<file path="config.mk">
export PLATFORM = sky130hd
export DESIGN_NAME = mbist_serial_wrap
export DESIGN_NICKNAME = d
export VERILOG_FILES = /design/src/rtl/mbist_pkg.sv /design/src/rtl/mbist_addr_gen.sv /design/src/rtl/mbist_resp_chk.sv /design/src/rtl/mbist_bypass.sv /design/src/rtl/mbist_serial_wrap.sv
export SDC_FILE = /design/constraint.sdc
export NUM_CORES = 1
export LEC_CHECK = 0
export ABC_AREA = 1
export BUFFER_PORTS_ARGS = -buffer_cell sky130_fd_sc_hd__buf_2
export CORE_MARGIN = 2
export CORE_UTILIZATION = 58
export DETAILED_ROUTE_END_ITERATION = 6
export GPL_ROUTABILITY_DRIVEN = 0
export GPL_TIMING_DRIVEN = 0
export PLACE_DENSITY_LB_ADDON = 0.2
export SETUP_SLACK_MARGIN = 0.3
export SLEW_MARGIN = 20
export SYNTH_ARGS = -nofsm -noshare
export SYNTH_HDL_FRONTEND = slang
export SYNTH_HIERARCHICAL = 1
export SYNTH_SLANG_ARGS = --single-unit
</file>
<file path="constraint.sdc">
create_clock -name clk -period 6.4 [get_ports clk]
set_clock_uncertainty 0.1 [all_clocks]
set_input_delay 1.28 -clock clk [delete_from_list [all_inputs] [get_ports clk]]
set_output_delay 1.28 -clock clk [all_outputs]
set_load 0.02 [all_outputs]
</file>
<file path="src/rtl/mbist_pkg.sv">
package mbist_pkg;

  typedef enum logic [1:0] {
    ST_IDLE  = 2'd0,
    ST_RUN   = 2'd1,
    ST_DRAIN = 2'd2,
    ST_DONE  = 2'd3
  } wrap_state_e;

  localparam logic [2:0] LAST_ELEM = 3'd4;

  // Elements 2 and 4 walk the combined address downward.
  function automatic logic elem_desc(input logic [2:0] e);
    return (e == 3'd2) || (e == 3'd4);
  endfunction

  // Elements 1..3 hold a read followed by a write.
  function automatic logic elem_pair(input logic [2:0] e);
    return (e == 3'd1) || (e == 3'd2) || (e == 3'd3);
  endfunction

  function automatic logic op_write(input logic [2:0] e, input logic op);
    return (e == 3'd0) || op;
  endfunction

  // 1 when the operation uses the inverted background.
  function automatic logic op_inv(input logic [2:0] e, input logic op);
    case (e)
      3'd0:    return 1'b0;
      3'd1:    return op;
      3'd2:    return ~op;
      3'd3:    return op;
      default: return 1'b1;
    endcase
  endfunction

endpackage

</file>
<file path="src/rtl/mbist_addr_gen.sv">
module mbist_addr_gen #(
  parameter int TW = 7
) (
  input  logic          clk,
  input  logic          rst_n,
  input  logic          load,
  input  logic [TW-1:0] load_val,
  input  logic          step,
  input  logic          down,
  output logic [TW-1:0] caddr,
  output logic          at_end
);

  localparam logic [TW-1:0] TOP = {TW{1'b1}};

  always_ff @(posedge clk or negedge rst_n) begin
    if (!rst_n)     caddr <= '0;
    else if (load)  caddr <= load_val;
    else if (step)  caddr <= down ? caddr - 1'b1 : caddr + 1'b1;
  end

  assign at_end = down ? (caddr == '0) : (caddr == TOP);

  // one step moves the combined address by exactly one word
  p_unit_step_r3: assert property (@(posedge clk) disable iff (!rst_n)
    (step && !load) |=> ((caddr == $past(caddr) + 1'b1) || (caddr == $past(caddr) - 1'b1)));

endmodule

</file>
<file path="src/rtl/mbist_resp_chk.sv">
module mbist_resp_chk #(
  parameter int SELW = 2,
  parameter int AW   = 5,
  parameter int DW   = 8
) (
  input  logic                     clk,
  input  logic                     rst_n,
  input  logic                     clr,
  input  logic                     chk_vld,
  input  logic [DW-1:0]            chk_exp,
  input  logic [SELW-1:0]          chk_sel,
  input  logic [AW-1:0]            chk_addr,
  input  logic [(2**SELW)*DW-1:0]  rdata_flat,
  output logic                     fail,
  output logic [SELW-1:0]          fail_sel,
  output logic [AW-1:0]            fail_addr
);

  logic [DW-1:0] rd_word;
  logic          mismatch;

  assign rd_word  = rdata_flat[chk_sel*DW +: DW];
  assign mismatch = chk_vld && (rd_word != chk_exp);

  always_ff @(posedge clk or negedge rst_n) begin
    if (!rst_n) begin
      fail      <= 1'b0;
      fail_sel  <= '0;
      fail_addr <= '0;
    end else if (clr) begin
      fail      <= 1'b0;
      fail_sel  <= '0;
      fail_addr <= '0;
    end else if (mismatch && !fail) begin
      fail      <= 1'b1;
      fail_sel  <= chk_sel;
      fail_addr <= chk_addr;
    end
  end

  // fail stays set until a new run clears it
  p_fail_sticky_r6: assert property (@(posedge clk) disable iff (!rst_n)
    (fail && !clr) |=> fail);

  // the first captured location is never overwritten
  p_first_only_r6: assert property (@(posedge clk) disable iff (!rst_n)
    (fail && !clr) |=> ($stable(fail_sel) && $stable(fail_addr)));

endmodule

</file>
<file path="src/rtl/mbist_bypass.sv">
module mbist_bypass #(
  parameter int W = 32
) (
  input  logic         clk,
  input  logic         rst_n,
  input  logic         cap,
  input  logic [W-1:0] din,
  output logic [W-1:0] dout
);

  always_ff @(posedge clk or negedge rst_n) begin
    if (!rst_n)   dout <= '0;
    else if (cap) dout <= din;
  end

  // outside scan the bypass flops keep their value
  p_byp_hold_r9: assert property (@(posedge clk) disable iff (!rst_n)
    !cap |=> $stable(dout));

endmodule

</file>
<file path="src/rtl/mbist_serial_wrap.sv">
module mbist_serial_wrap
  import mbist_pkg::*;
#(
  parameter int SELW = 2,
  parameter int AW   = 5,
  parameter int DW   = 8,
  parameter int NBG  = 3
) (
  input  logic                     clk,
  input  logic                     rst_n,
  input  logic                     start,
  input  logic                     scan_en,
  output logic                     done,
  output logic                     fail,
  output logic [SELW-1:0]          fail_sel,
  output logic [AW-1:0]            fail_addr,
  output logic [(2**SELW)-1:0]     mem_ce,
  output logic [AW-1:0]            mem_addr,
  output logic [DW-1:0]            mem_wdata,
  output logic                     mem_we,
  input  logic [(2**SELW)*DW-1:0]  mem_rdata,
  output logic [(2**SELW)*DW-1:0]  byp_obs
);

  localparam int NMEM = 2 ** SELW;
  localparam int TW   = SELW + AW;
  localparam int BGW  = (NBG > 1) ? $clog2(NBG) : 1;
  localparam logic [BGW-1:0] BG_LAST = BGW'(NBG - 1);

  // Background word for a "0" operation.
  function automatic logic [DW-1:0] bg_word(input logic [BGW-1:0] b, input logic a0);
    logic [DW-1:0] chk;
    for (int i = 0; i < DW; i++) chk[i] = ((i % 2) == 0) ^ a0;
    if (b == '0)             return '0;
    else if (b[0])           return chk;
    else                     return ~chk;
  endfunction

  wrap_state_e     st, st_nx;
  logic [2:0]      elem;
  logic            op;
  logic [BGW-1:0]  bg;
  logic [TW-1:0]   caddr;
  logic            at_end;

  // named internal events
  logic            start_acc, act, last_op, elem_end, finish;
  logic            cur_we, cur_inv, cur_down;
  logic [2:0]      elem_nx;
  logic [SELW-1:0] sel;
  logic [DW-1:0]   cur_word;
  logic            ag_load, ag_step;
  logic [TW-1:0]   ag_val;

  assign start_acc = ((st == ST_IDLE) || (st == ST_DONE)) && start;
  assign act       = (st == ST_RUN) && !scan_en;
  assign cur_down  = elem_desc(elem);
  assign last_op   = op || !elem_pair(elem);
  assign elem_end  = act && last_op && at_end;
  assign finish    = elem_end && (elem == LAST_ELEM) && (bg == BG_LAST);
  assign elem_nx   = (elem == LAST_ELEM) ? 3'd0 : elem + 3'd1;
  assign cur_we    = op_write(elem, op);
  assign cur_inv   = op_inv(elem, op);
  assign sel       = caddr[TW-1:AW];
  assign cur_word  = bg_word(bg, caddr[0]) ^ {DW{cur_inv}};

  assign ag_load = start_acc || (elem_end && !finish);
  assign ag_val  = (!start_acc && elem_desc(elem_nx)) ? {TW{1'b1}} : '0;
  assign ag_step = act && last_op && !at_end;

  mbist_addr_gen #(.TW(TW)) u_addr (
    .clk(clk), .rst_n(rst_n), .load(ag_load), .load_val(ag_val),
    .step(ag_step), .down(cur_down), .caddr(caddr), .at_end(at_end)
  );

  always_comb begin
    st_nx = st;
    case (st)
      ST_IDLE:  if (start) st_nx = ST_RUN;
      ST_RUN:   if (finish) st_nx = ST_DRAIN;
      ST_DRAIN: st_nx = ST_DONE;
      default:  if (start) st_nx = ST_RUN;
    endcase
  end

  always_ff @(posedge clk or negedge rst_n) begin
    if (!rst_n) begin
      st   <= ST_IDLE;
      elem <= '0;
      op   <= 1'b0;
      bg   <= '0;
    end else begin
      st <= st_nx;
      if (start_acc) begin
        elem <= '0;
        op   <= 1'b0;
        bg   <= '0;
      end else if (act) begin
        if (!last_op) begin
          op <= 1'b1;
        end else begin
          op <= 1'b0;
          if (at_end && !finish) begin
            elem <= elem_nx;
            if (elem == LAST_ELEM) bg <= bg + 1'b1;
          end
        end
      end
    end
  end

  // read issue pipeline for the shared checker
  logic            rd_vld_q;
  logic [DW-1:0]   exp_q;
  logic [SELW-1:0] sel_q;
  logic [AW-1:0]   addr_q;

  always_ff @(posedge clk or negedge rst_n) begin
    if (!rst_n) begin
      rd_vld_q <= 1'b0;
      exp_q    <= '0;
      sel_q    <= '0;
      addr_q   <= '0;
    end else begin
      rd_vld_q <= act && !cur_we;
      exp_q    <= cur_word;
      sel_q    <= sel;
      addr_q   <= caddr[AW-1:0];
    end
  end

  for (genvar gi = 0; gi < NMEM; gi++) begin : g_ce
    assign mem_ce[gi] = act && (sel == SELW'(gi));
  end

  assign mem_addr  = caddr[AW-1:0];
  assign mem_wdata = cur_word;
  assign mem_we    = act && cur_we;
  assign done      = (st == ST_DONE);

  mbist_resp_chk #(.SELW(SELW), .AW(AW), .DW(DW)) u_chk (
    .clk(clk), .rst_n(rst_n), .clr(start_acc), .chk_vld(rd_vld_q),
    .chk_exp(exp_q), .chk_sel(sel_q), .chk_addr(addr_q),
    .rdata_flat(mem_rdata), .fail(fail), .fail_sel(fail_sel),
    .fail_addr(fail_addr)
  );

  mbist_bypass #(.W(NMEM * DW)) u_byp (
    .clk(clk), .rst_n(rst_n), .cap(scan_en), .din(mem_rdata), .dout(byp_obs)
  );

  // never more than one memory enabled
  p_ce_onehot_r4: assert property (@(posedge clk) disable iff (!rst_n)
    $onehot0(mem_ce));

  // a write always lands in some enabled memory
  p_we_has_ce_r4: assert property (@(posedge clk) disable iff (!rst_n)
    mem_we |-> (mem_ce != '0));

  // scan mode freezes the march position
  p_scan_hold_r8: assert property (@(posedge clk) disable iff (!rst_n)
    (scan_en && (st == ST_RUN)) |=> ($stable(caddr) && $stable(elem) && $stable(op)));

  // done holds until a new start
  p_done_hold_r7: assert property (@(posedge clk) disable iff (!rst_n)
    (done && !start) |=> done);

  // a start inside a run does not rewind the engine
  p_no_restart_r10: assert property (@(posedge clk) disable iff (!rst_n)
    ((st == ST_RUN) && start && !act) |=> ((st == ST_RUN) && $stable(caddr)));

endmodule

</file>
After elaboration in Yosys (flattened, before gate mapping)
Index checks and enable logic that the tools add are counted.
- register bits after elaboration: 71
- ROM bits: 0
- memories kept: 0
- output and inout port bits: 59
- bits in writable memories: 0
- latch bits: 0
- logic and storage cells: 117
- div/mod/pow operators: 0
- reductions and logical operators: 49
- $lt $le $gt $ge: 0
- $mul: 0
- multiplexer cells: 30
- shifts and indexed selects: 1
- equal/unequal tests: 16
- bitwise operators: 4
- add/sub/neg operators: 4
- operators with widths (operator ; number):
    $shiftx 32x6->8 ; 1
    $mux 7 ; 4
    $logic_and 1x1->1 ; 18
    $mux 2 ; 9
    $mux 8 ; 2
    $mux 3 ; 5
    $reduce_bool 2->1 ; 6
    $eq 2x2->1 const B ; 5
    $mux 5 ; 2
    $eq 3x2->1 const B ; 3
    $logic_or 1x1->1 ; 8
    $ne 8x8->1 ; 1
    $not 8->8 ; 1
    $xor 8x8->8 ; 1
    $add 7x1->7 const B ; 1
    $eq 7x7->1 const B ; 1
    $logic_not 1->1 ; 7
    $logic_not 7->1 ; 1
    $sub 7x1->7 const B ; 1
    $eq 3x3->1 const B ; 2
    $logic_not 2->1 ; 3
    $mux 1 ; 6
    $eq 2x1->1 const B ; 2
    $pmux 2 s2 ; 1
    12 further kinds ; 13

Longest topological paths before layout
- depth in word-level cells: 15
- gate-level depth with buffers: 16

By module
The synthesis kept the hierarchy.
- modules (own cells, without submodules) (module ; times used ; seq. area each (sq um) ; area an instance (sq um) ; cells an instance):
    mbist_bypass ; 1 ; 800.8 ; 1292.5 ; 136
    mbist_serial_wrap ; 1 ; 450.4 ; 1062.3 ; 119
    mbist_resp_chk ; 1 ; 200.2 ; 898.4 ; 147
    mbist_addr_gen ; 1 ; 175.2 ; 640.6 ; 93

Worst setup path before layout
Ideal clock, no wire load.
- path type: input -> output
- start point: input scan_en
- end point: output mem_ce[0]
- cell stages on the path: 3
- buffers on the path: 0
- slack: 3029 ps
- arrival: 1991 ps
- path through: nor2_4 > inv_1 > nor3_1
- cells in the longest elaborated chain, start to end: 3
- RTL lines (element ; RTL line ; text):
    start, declared ; mbist_serial_wrap.sv:12 ; input logic scan_en,
    $logic_not 1->1 ; mbist_serial_wrap.sv:56 ; assign act = (st == ST_RUN) && !scan_en;
    $logic_and 1x1->1 ; mbist_serial_wrap.sv:56 ;
    $logic_and 1x1->1 ; mbist_serial_wrap.sv:133 ; assign mem_ce[gi] = act && (sel == SELW'(gi));
    end, declared ; mbist_serial_wrap.sv:17 ; output logic [(2**SELW)-1:0] mem_ce,
Every way passes these cells.

Worst setup path after layout
- start point: register elem[1]
- end point: output mem_wdata[6]
- cells in the longest elaborated chain, start to end: 4
- RTL lines (element ; RTL line ; text):
    start, declared ; mbist_serial_wrap.sv:40 ; logic [2:0] elem;
    start signal, assigned ; mbist_serial_wrap.sv:104 ; elem <= elem_nx;
    $eq 3x1->1 / $eq 3x2->1 (equally long branches) ; mbist_pkg.sv:28 ; case (e)
    $reduce_or 2->1 (no source line) ; - ;
    $pmux 1 s3 * ; mbist_pkg.sv:28 ;
    $xor 8x8->8 * ; mbist_serial_wrap.sv:65 ; assign cur_word = bg_word(bg, caddr[0]) ^ {DW{cur_inv}};
    end, declared ; mbist_serial_wrap.sv:19 ; output logic [DW-1:0] mem_wdata,
Every way passes the cells marked *; elsewhere a longest branch is shown, timed or not.

==> results_dict.tcl <==
set metrics [dict create \
    grt_max_degree 40 \
    clk_pin_slew_worst_paths_ps 60 \
    slew_headroom_pct 60.26 \
    fin_crit_ps 3633 \
    num_antenna_cells 0 \
    initial_utilization_pct 60.63 \
    setup_viol 0 \
    setup-tns-final_ps 0 \
    cap_viol_max_count 0 \
    dominantRegCellSynth "dfrtp_1" \
    cts_hold_buffers 0 \
    worstMarginPinSlew_ps 589.9 \
    hold_violations 0 \
    core_um2 6422 \
    area_growth_pct 19.86 \
    die_h_um 85.94 \
    ys_ff_latch 65 \
    status "finished clean" \
    drt_wl_total_um 8886 \
    p_leak_uw 0.002723 \
    clockRootBuffer "clkbuf_8" \
    synth_edf_count 0 \
    die-area_um2 7385 \
    ys_seq_area_share_pct 41.77 \
    drtPass1Iterations 5 \
    drive_above_1_share_pct 28.97 \
    multi_input_area_um2 1839 \
    seqCellArea_um2 1627 \
    path_max_fanout 5 \
    grt_pass1_vias 3298 \
    overflow 0 \
    final_nets 653 \
    timing.critical_path.required_ps 5020 \
    fill_cells 527 \
    ir_drop_v 0.0005961 \
    std_cell_rows 29 \
    fin_area_um2 4667 \
    cts_resized 0 \
    yosysWarnings 6 \
    ant_nets 0 \
    htreeDepth 3 \
    critPathCaptureType "output port" \
    slew_viol_final 0 \
    syn_inst 495 \
    ios 95 \
    via_per_inst 5.134 \
    power_per_cell_area_nw_per_um2 412.8 \
    synth_top_area_cell "dfrtp_1" \
    path_class "reg2out" \
    avgSynthCellArea_um2 7.866 \
    cts_tree "built" \
    dp_hpwl_um 6749 \
    antenna_found_initial 0 \
    synth_area_um2 3894 \
    grt_pass1_wl_um 14900 \
    hp-class "reg2reg" \
    clock_sinks 65 \
    drc 0 \
    cts_buffers 9 \
    grtUsageTotal_pct 25.51 \
    ys_types 38 \
    cts_setup_buffers 0 \
    netlist.area_leader.share_pct 41.77 \
    insertion_delay_ps 340 \
    synthTopCellsByArea "dfrtp_1 42%, nand2_1 19%, nand3_1 5.3%, ha_1 4.8%, inv_1 4.7%" \
    first_iter_violations 150 \
    async_flop_share_pct 100.0 \
    die_width_um 85.94 \
    max_freq_mhz 275.2 \
    wire_per_inst_um 13.05 \
    ctsLongestPathBuffers 2 \
    start_kind "flip-flop" \
    io_buffers 94 \
    dr_total_vias 3496 \
    crit_arrival_ps 2250 \
    syn_nets 547 \
    rsz0062_at_grt "no" \
    place_area_um2 4483 \
    post-route-period-util_pct 56.77 \
]
## metal layers
metal	vias to the layer above	part of all wire, %	global-route usage [%]
met5	-	0	0
met4	0	2.1	11.26
met3	18	5.3	4.427
met2	106	52	44.89
met1	1621	41	30.44
li1	1751	-	-
## critical path, stage by stage (launching register included)
cell and delay (ps):
dfrtp_1 410, ha_1 200, ha_1 180, inv_1 110, nand3_4 110, o21ai_2 180
xor2_1 390, buf_4 180, buf_2 150
## registers in the layout, indices dropped and copies added, names as in the netlist, 3 cells and up
signal and count:
addr_q 5, u_addr/caddr 7, u_byp/dout 32, u_chk/fail_addr 5, elem 3
## final timing paths
path,startpoint,slack [ps],end,depth (start not counted)
min in group asynchronous,rst_n,740,u_byp/dout[7]$_DFFE_PN0P_,1
worst min-delay path,u_byp/dout[10]$_DFFE_PN0P_,360,u_byp/dout[10]$_DFFE_PN0P_,2
worst max register to register,elem[0]$_DFFE_PN0P_,3340,u_addr/caddr[5]$_DFFE_PN0P_,14
max in group asynchronous,rst_n,4940,u_chk/fail_addr[0]$_DFFE_PN0P_,2
worst min register to register,u_byp/dout[10]$_DFFE_PN0P_,360,u_byp/dout[10]$_DFFE_PN0P_,2
worst max-delay path,elem[1]$_DFFE_PN0P_,2770,mem_wdata[6],8
## cell families (layout without fill, tap and decap cells)
logic type | count (synthesis) | after routing | synth area share [%]
flops | 65 | 65 | 41.77
fa+ha+maj | 16 | 16 | 5.334
buf+inv | 73 | 182 | 10.99
compound gates | 19 | 19 | 3.245
simple gates | 319 | 319 | 37.98
xor+xnor | 3 | 3 | 0.6749
## cells in the mapped netlist (3+ instances only)
master,count
dfrtp_1,65
nor2_1,27
nand2_2,19
a21oi_1,5
buf_6,7
nand3_2,9
buf_4,6
nor3_1,5
nand3_1,41
ha_1,15
xor2_1,3
o21ai_0,5
nand2_1,200
clkbuf_8,3
nand2_4,5
inv_1,49
a22oi_1,3
## final cells by class
cell class                      count  area share [%]
Multi-Input combinational cell    357           39.41
Buffer                             19           4.477
Clock buffer                       11           3.029
Clock inverter                      3          0.9115
Timing Repair Buffer               95           10.56
Inverter                           54           4.692
Sequential cell                    65           34.85
Tap cell                           77           2.064
## where the power goes
group,internal (µW),leakage [µW],switching (µW)
Combinational,382,0.00181,627
Clock,186,0.0000913,150
Sequential,502,0.000825,80.3
## layout by cell type, fill, tap and decap left out, drive strengths merged
cell        n
or2         2
nand2     224
nand3b      2
nand4       3
o211ai      2
inv        53
a21oi       5
nor4        1
dfrtp      65
xor2        3
nor2       30
fa          1
nor3        5
clkinv      2
a22oi       3
clkinvlp    1
buf       110
o21ai       7
clkbuf     15
a211oi      1
bufinv      1
o221ai      1
ha         15
nand3      52
## per-stage QoR
stage	hold WS, ps	total power [µW]	worst slack, ps	utilization [%]	instances
after floorplan	353.5	1319	3029	-	495
after global routing	390.9	2064	2580	72.67	681
final	364.2	1927	2767	72.67	681
after CTS	370.8	1938	2732	72.67	681
after detailed placement	353.6	1593	2959	69.80	667
after global placement	349.9	1555	2988	69.45	666
No activity file was read; power rests on OpenSTA's default activity.
